==> src/rtl/word_reverser.sv <==
module word_reverser #(
  parameter int AW  = 8,
  parameter int DW  = 8,
  parameter int SEP = 32
) (
  input  logic          clk,
  input  logic          rst_n,
  input  logic          start,
  input  logic [AW-1:0] start_addr,
  output logic [AW-1:0] mem_addr,
  output logic          mem_we,
  output logic [DW-1:0] mem_wdata,
  input  logic [DW-1:0] mem_rdata,
  output logic          busy,
  output logic          done
);
  typedef enum logic [3:0] {
    S_IDLE, S_SCAN_RD, S_SCAN_CHK, S_TEST, S_RD_LO, S_RD_HI,
    S_WR_LO, S_WR_HI, S_WORD_RD, S_WORD_CHK, S_FIN
  } state_t;

  localparam logic [DW-1:0] SEP_B  = DW'(SEP);
  localparam logic [DW-1:0] ZERO_B = '0;

  state_t        st;
  logic [AW-1:0] base_q, end_q, ptr, ws, lo, hi;
  logic [DW-1:0] hold;
  logic          word_phase, last_word;
  logic          is_term, is_sep;

  assign is_term = (mem_rdata == ZERO_B);
  assign is_sep  = (mem_rdata == SEP_B);
  assign busy    = (st != S_IDLE);
  assign done    = (st == S_FIN);
  assign mem_we  = (st == S_WR_LO) || (st == S_WR_HI);
  assign mem_wdata = (st == S_WR_LO) ? mem_rdata : hold;

  always_comb begin
    case (st)
      S_RD_LO, S_WR_LO: mem_addr = lo;
      S_RD_HI, S_WR_HI: mem_addr = hi;
      default:          mem_addr = ptr;
    endcase
  end

  always_ff @(posedge clk or negedge rst_n) begin
    if (!rst_n) begin
      st <= S_IDLE;
      base_q <= '0;
      end_q <= '0;
      ptr <= '0;
      ws <= '0;
      lo <= '0;
      hi <= '0;
      hold <= '0;
      word_phase <= 1'b0;
      last_word <= 1'b0;
    end else begin
      case (st)
        S_IDLE: if (start) begin
          base_q <= start_addr;
          end_q <= start_addr;
          ptr <= start_addr;
          word_phase <= 1'b0;
          last_word <= 1'b0;
          st <= S_SCAN_RD;
        end
        S_SCAN_RD: st <= S_SCAN_CHK;
        S_SCAN_CHK: begin
          if (is_term) begin
            end_q <= ptr;
            lo <= base_q;
            hi <= ptr - AW'(1);
            st <= (ptr == base_q) ? S_FIN : S_TEST;
          end else begin
            ptr <= ptr + AW'(1);
            st <= S_SCAN_RD;
          end
        end
        S_TEST: begin
          if (lo < hi) st <= S_RD_LO;
          else if (!word_phase) begin
            word_phase <= 1'b1;
            ptr <= base_q;
            ws <= base_q;
            st <= S_WORD_RD;
          end else if (last_word) st <= S_FIN;
          else begin
            ptr <= ptr + AW'(1);
            ws <= ptr + AW'(1);
            st <= S_WORD_RD;
          end
        end
        S_RD_LO: st <= S_RD_HI;
        S_RD_HI: begin
          hold <= mem_rdata;
          st <= S_WR_LO;
        end
        S_WR_LO: st <= S_WR_HI;
        S_WR_HI: begin
          lo <= lo + AW'(1);
          hi <= hi - AW'(1);
          st <= S_TEST;
        end
        S_WORD_RD: st <= S_WORD_CHK;
        S_WORD_CHK: begin
          if (is_term || is_sep) begin
            last_word <= is_term;
            lo <= ws;
            hi <= (ptr == ws) ? ws : ptr - AW'(1);
            st <= S_TEST;
          end else begin
            ptr <= ptr + AW'(1);
            st <= S_WORD_RD;
          end
        end
        S_FIN: st <= S_IDLE;
        default: st <= S_IDLE;
      endcase
    end
  end
endmodule

==> config.mk <==
export PLATFORM = sky130hd
export DESIGN_NAME = word_reverser
export DESIGN_NICKNAME = d
export VERILOG_FILES = /design/src/rtl/word_reverser.sv
export SDC_FILE = /design/constraint.sdc
export NUM_CORES = 1
export LEC_CHECK = 0
export ABC_AREA = 1
export BUFFER_PORTS_ARGS = -buffer_cell sky130_fd_sc_hd__buf_2
export CAP_MARGIN = 10
export CORE_MARGIN = 4
export CORE_UTILIZATION = 63
export DETAILED_ROUTE_END_ITERATION = 10
export GPL_ROUTABILITY_DRIVEN = 1
export GPL_TIMING_DRIVEN = 0
export HOLD_SLACK_MARGIN = 0.02
export PLACE_DENSITY_LB_ADDON = 0.15
export SYNTH_ARGS = -nofsm -noshare
export SYNTH_HDL_FRONTEND = slang
export SYNTH_SLANG_ARGS = --single-unit
==> constraint.sdc <==
create_clock -name clk -period 2.56 [get_ports clk]
set_clock_uncertainty 0.1 [all_clocks]
set_input_delay 0.384 -clock clk [delete_from_list [all_inputs] [get_ports clk]]
set_output_delay 0.384 -clock clk [all_outputs]
set_load 0.05 [all_outputs]
== Word level (Yosys, flattened, before mapping) ==
Index checks and enable logic that the tools add are counted.
Widths: inputs -> output; s select.
Storage, ports and cells
  register bits after elaboration: 54
  logic and storage cells: 82
Operators by class
  $add $sub $neg: 4
  order comparisons: 1
  equal/unequal tests: 21
  muxes and demuxes: 29
  bitwise operators: 1
  reduce and logical (&&, ||, !) cells: 17
Operators by type and width (count)
  $mux 8: 12
  $pmux 8 s3: 2
  $pmux 4 s10: 1
  $pmux 8 s4: 1
  $mux 4: 5
  $add 8x1->8 const B: 2
  $eq 4x3->1 const B: 4
  $eq 8x8->1: 2
  $pmux 8 s2: 1
  $sub 8x1->8 const B: 2
  $ne 2x2->1 const B: 7
  $eq 4x4->1 const B: 3
  $reduce_and 3->1: 4
  $eq 4x2->1 const B: 2
  $eq 8x6->1 const B: 1
  $logic_not 8->1: 1
  $lt 8x8->1: 1
  $reduce_bool 4->1: 2
  $reduce_and 6->1: 1
  $eq 4x1->1 const B: 1
  $logic_not 4->1: 1
  $mux 2: 2
  $pmux 1 s2: 2
  $reduce_bool 2->1: 2
  other kinds (7): 11

== Depth between registers and ports, before layout ==
  depth after elaboration: 5
  mapped depth: 13
  mapped depth without buffers: 12

== Least setup slack after synthesis ==
OpenSTA, ideal clock, no wires.
  path kind: register to output
  from: reg st[3]
  to: out mem_wdata[0]
  data arrival time: 2.186 ns
  required time: 2.076 ns
  slack: -0.110 ns
  stages on the path, launching flop included: 6
  path buffers: 2
  cells stage by stage: dfrtp_1 -> nor2_2 -> buf_2 -> nand2_1 -> clkbuf_1 -> o21ai_0
Between the ends
  longest elaborated chain between the ends: 2
Ends and longest elaborated chain
  start: declaration: line 25  | state_t st;
  start signal: assignment: line 74  | st <= (ptr == base_q) ? S_FIN : S_TEST;
  $eq 4x3->1: line 36  | assign mem_wdata = (st == S_WR_LO) ? mem_rdata : hold;
  $mux 8: line 36
  end: declaration: line 12  | output logic [DW-1:0] mem_wdata,
No other way between the ends.

== Worst setup path in the final report ==
  from: reg st[3]
  to: out mem_addr[5]
Between the ends
  longest elaborated chain between the ends: 3
Ends and longest elaborated chain
  $eq 4x3->1: line 39  | case (st)
  $reduce_or 2->1: line 39
  $pmux 8 s2 *: line 39
  end: declaration: line 10  | output logic [AW-1:0] mem_addr,
Every way passes the cells marked *; elsewhere a longest branch is shown, timed or not.

==> run metrics <==
final wirelength=11.91 mm; Critical path buffers and inverters=3; Reg area=0.001351 mm²; DRT Pass-1 Iters=6; vias=4308; Post-Route Hold Slack=0.1848 ns; WP depth=7; Seq/Total Area, Yosys=32.87%; Slew Viols, Final=0; Worst-Margin Slew=0.5900 ns; Routed Antenna Nets=0; die height=88.79 µm; CTS Sinks=54; area of the core=between 0.006 and 0.007 mm²; Max rail drop VDD=0.001063 V; Initial DRC Count=between 300 and 400; fmax=400.8 MHz; delay-heaviest family, CP=simple AND/OR/NAND/NOR gates; area share of the largest cell type after synthesis=32.87%; first-pass GRT wire length=19.29 mm; clock network latency to the later pin of the worst-skew pair=around 0.31 ns; drt drc=0; Clock Pin Slew Worst Setup and Hold Paths=0.10 ns; Layout Nets=709; Synth Cell Area=0.004111 mm²; largest net degree at the start of global routing=55; synthesized flop and latch total=54; RR Endpoint=word_phase$_DFFE_PN0P_; Synth async-reset ratio=100.0%; Placed Cells=746; dpl hpwl=between 9 and 10 mm; Worst EP arrival=2.01 ns; Initial Util=64.75%; launching point of the worst reg2reg path=lo[1]$_DFFE_PN0P_; Fillers=549; syn_nets=662; post-synthesis cell type count=35; Die W=88.79 µm; Data required, critical path=~2.1 ns; number of synthesized flops with an enable pin=0; R2R depth=11; post-route insts no fill=757; max_cap viols=0; Core Rows=29; Slew HR=60.67%; Critical Path Start=st[3]$_DFFE_PN0P_; endpoints failing hold=0; result of the run=finished clean; area grow syn2layout=12.02%; worst min-delay path class=primary input to flop; layout cells sized above 1=13.97%; CTS root buf=clkbuf_8; Num CTS Buffers=5; routed len/inst=15.73 µm; largest cells by area after synthesis=dfrtp_1, nand2_1, nand3_1; TritonCTS clock tree=done; Post-Syn Area per Cell=6.505 µm²; Tcrit/Tclk final=97.47%; Mapped Cells=about 630; setup TNS=0 ns; most frequent cells after synthesis=nand2_1, inv_1, nand3_1; GPL Wtd Cong=~0.96; IO Pins=38; most frequent cell after synthesis=nand2_1; Max FO, Critical Path=10; internal reg-to-reg setup slack=between 0.3 and 0.4 ns; worst-path cell chain=nor2_4 -> buf_6 -> inv_1 -> nor2_4 -> nand2_1 -> o211ai_1 -> buf_4; CP startpoint kind=flop; GRT Total Usage=between 30% and 40%; H-tree Lvls=2; Post-synth top flop=dfrtp_1; vias per cell=between 5 and 6; Setup violations, final=0; Lkg Pwr=between 0.002 and 0.0025 µW; Synth area leader=dfrtp_1; Port-buffer cells=37; pwr dens=1459 mW/mm²; GRT overflow=0; Top cell by count, worst path=nor2_4; Ant. Diodes=0; vias in the first global route=3995; Critical Path Sink Type=output port; CTS Buffer Depth=2; DIE AREA=between 0.007 and 0.008 mm²; initial antenna violation count=0; WS Path Type=flop to output port; Multi-input gate area=0.002380 mm²; Syn. warnings=0; Crit-path slowest cell=dfrtp_1; crit path to=mem_addr[5]; post-route minimum period=2.495 ns; Largest stage delay, worst path=roughly 0.47 ns
==> worst min path at each step <==
stage	startpoint	end	cells after the start
2_1_floorplan	rst_n	base_q[0]$_DFFE_PN0P_	0
3_3_place_gp	hold[7]$_DFFE_PN0P_	hold[7]$_DFFE_PN0P_	2
3_5_place_dp	hold[4]$_DFFE_PN0P_	hold[4]$_DFFE_PN0P_	2
4_1_cts	start_addr[2]	base_q[2]$_DFFE_PN0P_	3
5_1_grt	start_addr[2]	base_q[2]$_DFFE_PN0P_	3
6_report	start_addr[2]	base_q[2]$_DFFE_PN0P_	3
==> what timing repair did <==
action                                  4_1_cts  5_1_grt
endpoints found under the hold margin         0       22
gates resized for setup                       7       24
pin swaps                                     0        1
endpoints found under the setup margin       16       16
hold buffers                                  0        1
buffers inserted                              0        1
==> state kept, by name, summed over array words and instances (netlist names) <==
| register | cells |
|---|---|
| base_q | 8 |
| hi | 8 |
| hold | 8 |
| last_word | 1 |
| lo | 8 |
| ptr | 8 |
| st | 4 |
| word_phase | 1 |
| ws | 8 |
==> where the power goes <==
| part | leakage, µW | switching [µW] | internal, µW |
|---|---|---|---|
| Combinational | 0.00170 | 3100 | 1380 |
| Sequential | 0.000669 | 388 | 1250 |
| Clock | 0.0000585 | 306 | 294 |
==> cell type report <==
cell class                 count  area share [%]
buffer                        20           2.499
clock buffer                   5           1.494
clock inverter                 3          0.9508
inverter                      78           6.411
multi-input combinational    480           51.67
sequential                    54           29.34
tap                           77           2.092
timing repair buffer          40           5.542
==> stage by stage <==
step,total power (µW),setup WS (ns),utilization (%),instance area (µm²)
3_3_place_gp,5757,0.06392,69.18,4393
4_1_cts,6543,0.02030,71.31,4528
3_5_place_dp,5889,-0.005431,69.18,4393
6_report,6721,0.06488,72.53,4606
2_1_floorplan,4820,-0.1104,-,4111
5_1_grt,7262,-0.001573,72.53,4606
==> logic make-up after synthesis <==
family / share of synthesized area, %
adder cells (fa/ha/maj): 3.347
AO/OA/AOI/OAI: 12.29
XOR/XNOR: 2.556
AND/OR/NAND/NOR: 39.14
buffers and inverters: 9.799
flip-flops: 32.87
==> routing by layer <==
| layer | track usage (%) | wire length, µm | part of all wire [%] | vias to the layer above |
|---|---|---|---|---|
| met5 | 0 | 0 | 0 | - |
| met4 | 8.516 | 241 | 2.0 | 0 |
| met3 | 4.935 | 969 | 8.1 | 30 |
| met2 | 52.83 | 5649 | 47 | 222 |
| met1 | 42.19 | 5049 | 42 | 1935 |
| li1 | - | - | - | 2121 |
==> layout by cell type, fill, tap and decap left out, types with 7 or more instances in the layout <==
| cell | instances |
|---|---|
| a21oi_1 | 14 |
| buf_2 | 34 |
| buf_4 | 11 |
| dfrtp_1 | 54 |
| ha_1 | 11 |
| inv_1 | 70 |
| inv_2 | 7 |
| nand2_1 | 220 |
| nand3_1 | 60 |
| nand4_1 | 13 |
| nor2_1 | 46 |
| o211ai_1 | 9 |
| o21ai_0 | 48 |
| xor2_1 | 7 |
==> tightest hold or removal path: cells and delay by family <==
kind	cells	cell delay (ns)
buffers and inverters	1	0.09
and+or+nand+nor	1	0.04
AOI/OAI and AO/OA	1	0.05
(Power assumes the default switching activity.)
